==> src/rtl/dbg_pkg.sv <==
package dbg_pkg;

    typedef enum logic [1:0] {
        SEL_RETPC   = 2'd0,
        SEL_STATUS  = 2'd1,
        SEL_SCRATCH = 2'd2,
        SEL_NONE    = 2'd3
    } reg_sel_e;

    // One-hot cause, MSB first so that it packs into status bits 4:1
    typedef struct packed {
        logic dint;
        logic brk;
        logic hwbp;
        logic step;
    } cause_t;

    typedef struct packed {
        logic   take;
        cause_t cause;
        logic   use_next;
    } entry_t;

    localparam int NSRC        = 4;
    localparam int ST_W        = 16;
    localparam int ST_DMODE    = 0;
    localparam int ST_CAUSE_LO = 1;
    localparam int ST_PEND     = 5;
    localparam int ST_STEP     = 8;

    function automatic logic [ST_W-1:0] pack_status(
        input logic   dmode,
        input cause_t cause,
        input logic   pend,
        input logic   step_on
    );
        logic [ST_W-1:0] w;
        w = '0;
        w[ST_DMODE] = dmode;
        w[ST_CAUSE_LO +: 4] = cause;
        w[ST_PEND] = pend;
        w[ST_STEP] = step_on;
        return w;
    endfunction

    function automatic cause_t grant_to_cause(input logic [NSRC-1:0] g);
        cause_t c;
        c.dint = g[0];
        c.brk  = g[1];
        c.hwbp = g[2];
        c.step = g[3];
        return c;
    endfunction

endpackage

==> src/rtl/dbg_src_arb.sv <==
module dbg_src_arb
    import dbg_pkg::*;
#(
    parameter int AW         = 32,
    parameter int INSN_BYTES = 4
) (
    input  logic          dmode,
    input  logic          ret_valid,
    input  logic [AW-1:0] ret_pc,
    input  logic          irq_req,
    input  logic          brk_req,
    input  logic          hw_req,
    input  logic          step_on,
    output entry_t        ent,
    output logic [AW-1:0] save_pc
);
    logic [NSRC-1:0] req;
    logic [NSRC-1:0] grant;
    logic            open_slot;

    // Index 0 wins: interrupt, breakpoint, hardware hit, step
    assign open_slot = ret_valid & ~dmode;
    assign req = {step_on, hw_req, brk_req, irq_req} & {NSRC{open_slot}};

    always_comb begin
        logic found;
        grant = '0;
        found = 1'b0;
        for (int i = 0; i < NSRC; i++) begin
            if (req[i] && !found) begin
                grant[i] = 1'b1;
                found    = 1'b1;
            end
        end
    end

    always_comb begin
        ent.take     = |grant;
        ent.cause    = grant_to_cause(grant);
        ent.use_next = grant[NSRC-1];
        save_pc      = ent.use_next ? (ret_pc + AW'(INSN_BYTES)) : ret_pc;
    end
endmodule

==> src/rtl/dbg_mode_ctl.sv <==
module dbg_mode_ctl
    import dbg_pkg::*;
#(
    parameter int          AW         = 32,
    parameter logic [31:0] HANDLER_PC = 32'hFF20_0200
) (
    input  logic          clk,
    input  logic          rst,
    input  logic          boot_dbg,
    input  entry_t        ent,
    input  logic          dret_fire,
    input  logic          irq_in,
    input  logic [AW-1:0] retpc_q,
    output logic          dmode_q,
    output logic          pend_q,
    output logic          redir_v_q,
    output logic [AW-1:0] redir_pc_q
);
    logic irq_taken;
    assign irq_taken = ent.take & ent.cause.dint;

    always_ff @(posedge clk) begin
        if (rst) begin
            dmode_q    <= boot_dbg;
            pend_q     <= 1'b0;
            redir_v_q  <= 1'b0;
            redir_pc_q <= '0;
        end else begin
            redir_v_q <= 1'b0;
            pend_q    <= (pend_q | irq_in) & ~irq_taken;
            if (ent.take) begin
                dmode_q    <= 1'b1;
                redir_v_q  <= 1'b1;
                redir_pc_q <= AW'(HANDLER_PC);
            end else if (dret_fire) begin
                dmode_q    <= 1'b0;
                redir_v_q  <= 1'b1;
                redir_pc_q <= retpc_q;
            end
        end
    end
endmodule

==> src/rtl/dbg_ctx_regs.sv <==
module dbg_ctx_regs
    import dbg_pkg::*;
#(
    parameter int          AW       = 32,
    parameter logic [31:0] RESET_PC = 32'hBFC0_0000
) (
    input  logic          clk,
    input  logic          rst,
    input  logic          boot_dbg,
    input  entry_t        ent,
    input  logic [AW-1:0] save_pc,
    input  logic          dmode,
    input  logic          pend,
    input  logic [1:0]    reg_sel,
    input  logic          reg_we,
    input  logic [AW-1:0] reg_wdata,
    output logic [AW-1:0] reg_rdata,
    output logic [AW-1:0] retpc_q,
    output cause_t        cause_q,
    output logic          step_q
);
    logic [AW-1:0]   scratch_q;
    logic [ST_W-1:0] status_w;
    reg_sel_e        sel;
    cause_t          boot_cause;

    assign sel = reg_sel_e'(reg_sel);

    always_comb begin
        boot_cause      = '0;
        boot_cause.dint = boot_dbg;
    end

    always_ff @(posedge clk) begin
        if (rst) begin
            retpc_q   <= boot_dbg ? AW'(RESET_PC) : '0;
            cause_q   <= boot_cause;
            scratch_q <= '0;
            step_q    <= 1'b0;
        end else begin
            if (ent.take) begin
                retpc_q <= save_pc;
                cause_q <= ent.cause;
            end else if (reg_we && sel == SEL_RETPC) begin
                retpc_q <= reg_wdata;
            end
            if (reg_we && sel == SEL_SCRATCH) scratch_q <= reg_wdata;
            if (reg_we && sel == SEL_STATUS)  step_q    <= reg_wdata[ST_STEP];
        end
    end

    assign status_w = pack_status(dmode, cause_q, pend, step_q);

    always_comb begin
        case (sel)
            SEL_RETPC:   reg_rdata = retpc_q;
            SEL_STATUS:  reg_rdata = {{(AW-ST_W){1'b0}}, status_w};
            SEL_SCRATCH: reg_rdata = scratch_q;
            default:     reg_rdata = '0;
        endcase
    end
endmodule

==> src/rtl/dbg_entry_ctrl.sv <==
module dbg_entry_ctrl
    import dbg_pkg::*;
#(
    parameter int          AW         = 32,
    parameter int          INSN_BYTES = 4,
    parameter logic [31:0] HANDLER_PC = 32'hFF20_0200,
    parameter logic [31:0] RESET_PC   = 32'hBFC0_0000
) (
    input  logic          clk,
    input  logic          rst,
    input  logic          boot_dbg,
    input  logic          ret_valid,
    input  logic [AW-1:0] ret_pc,
    input  logic          ret_brk,
    input  logic          ret_dret,
    input  logic          hw_bp_hit,
    input  logic          ext_dint,
    input  logic          tap_dint,
    input  logic [1:0]    reg_sel,
    input  logic          reg_we,
    input  logic [AW-1:0] reg_wdata,
    output logic [AW-1:0] reg_rdata,
    output logic          redirect_valid,
    output logic [AW-1:0] redirect_pc,
    output logic          in_debug
);
    logic          dmode_q;
    logic          pend_q;
    logic          step_q;
    logic [AW-1:0] retpc_q;
    cause_t        cause_q;
    entry_t        ent;
    logic [AW-1:0] save_pc;
    logic          irq_in;
    logic          dret_fire;

    assign irq_in    = ext_dint | tap_dint;
    assign dret_fire = ret_valid & ret_dret & dmode_q;

    dbg_src_arb #(.AW(AW), .INSN_BYTES(INSN_BYTES)) u_arb (
        .dmode     (dmode_q),
        .ret_valid (ret_valid),
        .ret_pc    (ret_pc),
        .irq_req   (pend_q | irq_in),
        .brk_req   (ret_brk),
        .hw_req    (hw_bp_hit),
        .step_on   (step_q),
        .ent       (ent),
        .save_pc   (save_pc)
    );

    dbg_mode_ctl #(.AW(AW), .HANDLER_PC(HANDLER_PC)) u_mode (
        .clk        (clk),
        .rst        (rst),
        .boot_dbg   (boot_dbg),
        .ent        (ent),
        .dret_fire  (dret_fire),
        .irq_in     (irq_in),
        .retpc_q    (retpc_q),
        .dmode_q    (dmode_q),
        .pend_q     (pend_q),
        .redir_v_q  (redirect_valid),
        .redir_pc_q (redirect_pc)
    );

    dbg_ctx_regs #(.AW(AW), .RESET_PC(RESET_PC)) u_regs (
        .clk       (clk),
        .rst       (rst),
        .boot_dbg  (boot_dbg),
        .ent       (ent),
        .save_pc   (save_pc),
        .dmode     (dmode_q),
        .pend      (pend_q),
        .reg_sel   (reg_sel),
        .reg_we    (reg_we),
        .reg_wdata (reg_wdata),
        .reg_rdata (reg_rdata),
        .retpc_q   (retpc_q),
        .cause_q   (cause_q),
        .step_q    (step_q)
    );

    assign in_debug = dmode_q;
endmodule

==> config.mk <==
export PLATFORM = sky130hd
export DESIGN_NAME = dbg_entry_ctrl
export DESIGN_NICKNAME = d
export VERILOG_FILES = /design/src/rtl/dbg_pkg.sv /design/src/rtl/dbg_src_arb.sv /design/src/rtl/dbg_mode_ctl.sv /design/src/rtl/dbg_ctx_regs.sv /design/src/rtl/dbg_entry_ctrl.sv
export SDC_FILE = /design/constraint.sdc
export NUM_CORES = 1
export LEC_CHECK = 0
export BUFFER_PORTS_ARGS = -buffer_cell sky130_fd_sc_hd__buf_2
export CAP_MARGIN = 20
export CORE_AREA = 2 2 93 162
export DETAILED_ROUTE_END_ITERATION = 16
export DIE_AREA = 0 0 95 164
export GPL_ROUTABILITY_DRIVEN = 0
export SYNTH_ARGS = -nofsm -noshare
export SYNTH_HDL_FRONTEND = slang
export SYNTH_SLANG_ARGS = --single-unit
==> constraint.sdc <==
create_clock -name clk -period 3.8 [get_ports clk]
set_input_delay 0.19 -clock clk [delete_from_list [all_inputs] [get_ports clk]]
set_output_delay 0.19 -clock clk [all_outputs]
set_load 0.01 [all_outputs]
* Yosys cells after proc, flatten, opt, wreduce, memory -nomap -nowiden
Index checks and enable logic that the tools add are counted.
** Cells by class
- Reductions and logical operators :: 16
- Muxes and demuxes :: 21
- Magnitude comparators :: 0
- Add/subtract/negate cells :: 1
- Divide/modulo/power cells :: 0
- Shift operators :: 0
- Eq/ne operators :: 2
- Multipliers :: 0
- Bitwise logic cells :: 10
** Operators by type and width (count)
- $mux W32 :: 7
- $pmux W32 S3 :: 1
- $add A32 B3 Y32 const B :: 1
- $mux W1 :: 11
- $mux W4 :: 2
- $logic_and A1 B1 Y1 :: 6
- $reduce_bool A3 Y1 :: 2
- $and A1 B1 Y1 :: 5
- $reduce_or A5 Y1 :: 1
- $and A4 B4 Y4 :: 1
- $reduce_bool A2 Y1 :: 2
- $reduce_or A4 Y1 :: 1
- $logic_not A1 Y1 :: 3
- $eq A2 B1 Y1 const B :: 1
- $eq A2 B2 Y1 const B :: 1
- $logic_not A2 Y1 :: 1
- $not A1 Y1 :: 2
- $or A1 B1 Y1 :: 2
** Word-level totals
- Latch bits :: 0
- Memory bits (writable) :: 0
- Output and inout port bits :: 66
- Logic and storage cells :: 62
- Bits in read-only memories :: 0
- Memories :: 0
- Bits of input ports :: 76
- Register bits after elaboration :: 104

* Logic depth before layout (Yosys ltp)
- Depth after elaboration :: 17
- Gate-level depth with buffers :: 8

* Hierarchy
A second synthesis with hierarchy kept.
** Unflattened totals
- Cell total of the unflattened synthesis :: 569
- Area, all modules :: 5838.1 µm²
** By module, submodules not included
- dbg_ctx_regs :: cells each 339, instances 1, area an instance 3741.1 µm²
- dbg_mode_ctl :: cells each 116, instances 1, area an instance 1296.2 µm²
- dbg_src_arb :: cells each 111, instances 1, area an instance 782.0 µm²
- dbg_entry_ctrl :: cells each 3, instances 1, area an instance 18.8 µm²

* Least setup slack after synthesis
Ideal clock, no wire load.
- Kind :: input port to flip-flop
- Start point :: input reg_sel[0]
- End point :: register u_regs.retpc_q[0], enable pin
- Data arrival time :: 2970 ps
- Setup time :: 466 ps
- Stages on the path :: 3
- Path slack :: 364 ps
- Cell sequence :: clkbuf_1 > buf_1 > o21ai_0
** On the way
- Cells in the longest elaborated chain, start to end :: 3
** RTL lines
- from (decl) :: line dbg_entry_ctrl.sv:19 : input logic [1:0] reg_sel,
- $logic_not A2 Y1 :: line dbg_ctx_regs.sv:44 : end else if (reg_we && sel == SEL_RETPC) begin
- $logic_and A1 B1 Y1 :: line dbg_ctx_regs.sv:44
- $reduce_bool A3 Y1 (no source line)
- to (signal assigned) :: line dbg_ctx_regs.sv:36 : retpc_q <= boot_dbg ? AW'(RESET_PC) : '0;
- to (signal assigned) :: line dbg_ctx_regs.sv:42 : retpc_q <= save_pc;
- to (signal assigned) :: line dbg_ctx_regs.sv:45 : retpc_q <= reg_wdata;
- to (decl) :: line dbg_ctx_regs.sv:18 : output logic [AW-1:0] retpc_q,
No other way between the ends.
A chain may end at the register's enable or synchronous reset.

* Worst setup path in the final report
- Start point :: register u_mode.pend_q
- End point :: register u_regs.retpc_q[29] (data pin)
** On the way
- Cells in the longest elaborated chain, start to end :: 15
- Elaborated cells between the ends (all ways) :: 18
** RTL lines
- from (decl) :: line dbg_mode_ctl.sv:15 : output logic pend_q,
- from (signal assigned) :: line dbg_mode_ctl.sv:30 : pend_q <= (pend_q | irq_in) & ~irq_taken;
- $or A1 B1 Y1 (*) :: line dbg_entry_ctrl.sv:44 : .irq_req (pend_q | irq_in),
- $and A4 B4 Y4 (*) :: line dbg_src_arb.sv:23 : assign req = {step_on, hw_req, brk_req, irq_req} & {NSRC{open_slot}};
- $mux W1 (*) :: line dbg_src_arb.sv:30 : if (req[i] && !found) begin
- $logic_not A1 Y1 :: line dbg_src_arb.sv:30
- $logic_and A1 B1 Y1 :: line dbg_src_arb.sv:30
- $mux W1 :: line dbg_src_arb.sv:30
- $logic_not A1 Y1 :: line dbg_src_arb.sv:30
- $logic_and A1 B1 Y1 :: line dbg_src_arb.sv:30
- $mux W1 :: line dbg_src_arb.sv:30
- $logic_not A1 Y1 :: line dbg_src_arb.sv:30
- $logic_and A1 B1 Y1 :: line dbg_src_arb.sv:30
- $mux W1 :: line dbg_src_arb.sv:30
- $reduce_or A4 Y1 / $mux W32 (equally long branches) :: line dbg_src_arb.sv:38, dbg_src_arb.sv:41
- $mux W32 (*) :: line dbg_ctx_regs.sv:41 : if (ent.take) begin
- $mux W32 (*) :: line dbg_ctx_regs.sv:35 : if (rst) begin
Every way passes the cells marked *; elsewhere a longest branch is shown, timed or not.

==> impl_metrics.toml <==
[worst_setup_path]
start_kind = "flip-flop"
cp.arrival_ps = 2910
critPathRequiredTime_ps = 3880
cp-end-kind = "flip-flop"
worstSetupPathType = "reg2reg"
path_max_fanout = 19

[clocking]
cts_buffers = 9
cts_setup_buffers = 0
clock-root-buffer = "clkbuf_16"
clock_path_buffers = 2
clock_sinks = 104
cts_htree_levels = 3
cts_resized = 0
ctsHoldBuffers = 0
clk_latency_ps = 340
cts_tree = "built"
clkTransAtPathRegs_ps = 70

[global_routing]
grt_pass1_wl_um = 23750
met2_usage_pct = 32.85
gr-total-overflow = 0
use_met3_pct = 2.798
use_met1_pct = 25.65
antenna_found_initial = 0
busiest_layer = "met2"
grt_pass1_vias = 4576
track_usage_pct = 19.79
grt_max_degree = 45

[timing]
tightest_slew_ps = 853.1
finalClockSkew_ps = 7.410
setup_viol = 0
fin_crit_sh_pct = 74.27
hold_viol_final = 0
slew_violations = 0
max_clock_freq_mhz = 354.3
finalCriticalPeriod_ps = 2822
grt_setup_unrepaired = "false"
relSlewSlack_pct = 43.12
setup-tns-final_ps = 0

[floorplan]
rows = 58
coreArea_um2 = 14300
fp.dieArea_um2 = 15580
dieHeight_um = 164
io_pins = 142
initial_utilization_pct = 36.14
fp.dieW_um = 95

[finish]
area_growth_pct = 22.35
fill_cells = 1479
diodes = 0
layoutNonFillerInstCount = 919
final_core_util_pct = 44.21
nets = 811
drive_above_1_share_pct = 24.09
design_area_um2 = 6321

[synthesis]
syn_inst = 615
synth_area_leaders = "dfxtp_1 27%, edfxtp_1 20%, nand2_1 12%"
synth-edff-count = 34
ys.flop_type = "dfxtp_1"
ys_types = 41
yosysTopAreaCell = "dfxtp_1"
avgSynthCellArea_um2 = 8.400
netlist_area_um2 = 5166
synth-seq-cells = 104
syn_nets = 692
ys_async_sr_fraction_pct = 0
netlist.area_leader.share_pct = 27.13
synth_seq_area_share_pct = 46.89
yosysWarnings = 0

[pwr]
share_comb_of_total_power_pct = 15.0
seq_power_share_pct = 49.8
power.net_switching_uw = 685.0
leakagePower_uw = 0.002537
swShare_pct = 26.69
clockPowerShare_pct = 35.2
ir_drop_uv = 192.4
internal-power_uw = 1881
p_per_area_nw_per_um2 = 406.0

[outcome]
status = "completed"

[routing]
vias = 4728
ant_nets = 0
drt-pass1-iter-count = 5
post_drt_wl_per_cell_um = 16.59
drtIter0Drc = 337
drc = 0
wirelength_um = 15250
viasPerCell = 5.145

[place]
place_hpwl_um = 11390
place_area_um2 = 6006
portBuffers = 141
dp.cells = 902

[flow_run]
cap_violations = 0

[hold_path]
holdCritPathClass = "in2reg"
cells in the final DEF (no fill, tap or decap), types with 20 or more instances in the layout:
cell and count:
nand2_1 162, buf_2 141, dfxtp_1 70, a21oi_1 66, nor2_1 54, edfxtp_1 34, mux2i_1 33, xnor2_1 25
a211oi_1 20
state kept, by name, indices dropped and copies added, names as in the netlist:
| signal | count |
|---|---|
| u_mode.dmode_q | 1 |
| u_mode.pend_q | 1 |
| u_mode.redir_pc_q | 32 |
| u_mode.redir_v_q | 1 |
| u_regs.cause_q | 4 |
| u_regs.retpc_q | 32 |
| u_regs.scratch_q | 32 |
| u_regs.step_q | 1 |
path summary, 6_finish.rpt:
check / start / endpoint / slack, ps / depth (start not counted)
worst max-delay path: u_mode.pend_q / u_regs.retpc_q[29] / 980 / 5
worst min-delay path: reg_wdata[1] / u_regs.scratch_q[1] / 90 / 3
worst max register to register: u_mode.pend_q / u_regs.retpc_q[29] / 980 / 5
worst min register to register: u_mode.redir_pc_q[23] / u_mode.redir_pc_q[23] / 450 / 2
power by group through the flow:
stage	clock network, µW	registers [µW]	logic, µW
2_1_floorplan	0	1300	208
3_3_place_gp	0	1300	376
3_5_place_dp	0	1300	381
4_1_cts	922	1280	383
5_1_grt	967	1280	425
6_report	903	1280	386
cell type report:
class                      count  area, µm²  area share, %
multi-input combinational    461       2555          40.42
timing repair buffer         152      808.3          12.79
inverter                       6      22.52         0.3563
tap                          180      225.2          3.563
clock inverter                 7      62.56         0.9897
clock buffer                   9      225.2          3.563
sequential                   104       2422          38.32
routing by layer:
layer  vias up  wire (µm)  share of wire (%)
met5         -          0                  0
li1       2361          -                  -
met3        26        811                5.3
met4         0        373                2.4
met2       155       7632                 50
met1      2186       6430                 42
through the flow:
stage	hold WS [ps]	power (µW)	setup WS, ps
final	94.01	2566	977.8
after global placement	442.4	1677	995.3
after global routing	80.63	2676	801.9
after floorplan	326.0	1504	364.3
after CTS	83.17	2581	968.6
after detailed placement	446.5	1682	946.7
Yosys cell counts, types with 3 or more instances:
master	instances
nand2_1	162
dfxtp_1	70
a21oi_1	67
nor2_1	54
clkbuf_1	37
edfxtp_1	34
mux2i_1	33
xnor2_1	25
a211oi_1	20
o21ai_0	13
nand3_1	12
a31oi_1	10
nor3_1	9
inv_1	6
nor4_1	6
o21ai_1	6
buf_1	5
nor3_2	5
and3_1	4
nand4_1	4
and4_1	3
cells by family (layout without fill, tap and decap cells):
group                      count (synthesis)  count (layout)  synth area share [%]
and+or+nand+nor                          278             278                 24.36
AOI/OAI and AO/OA                        122             122                 13.44
DFF                                      104             104                 46.89
buffers and inverters                     50             174                 4.093
muxes                                     33              33                 6.394
xor gates and xnor gates                  27              27                 4.577
adders and majority gates                  1               1                0.2422
critical path, stage by stage, from the launching register on:
cell and delay, ps:
dfxtp_1 340, or4_1 530, or4_1 930, nor4_1 470, a211oi_1 120, nand3b_1 170
Power figures use the tool's default switching activity.
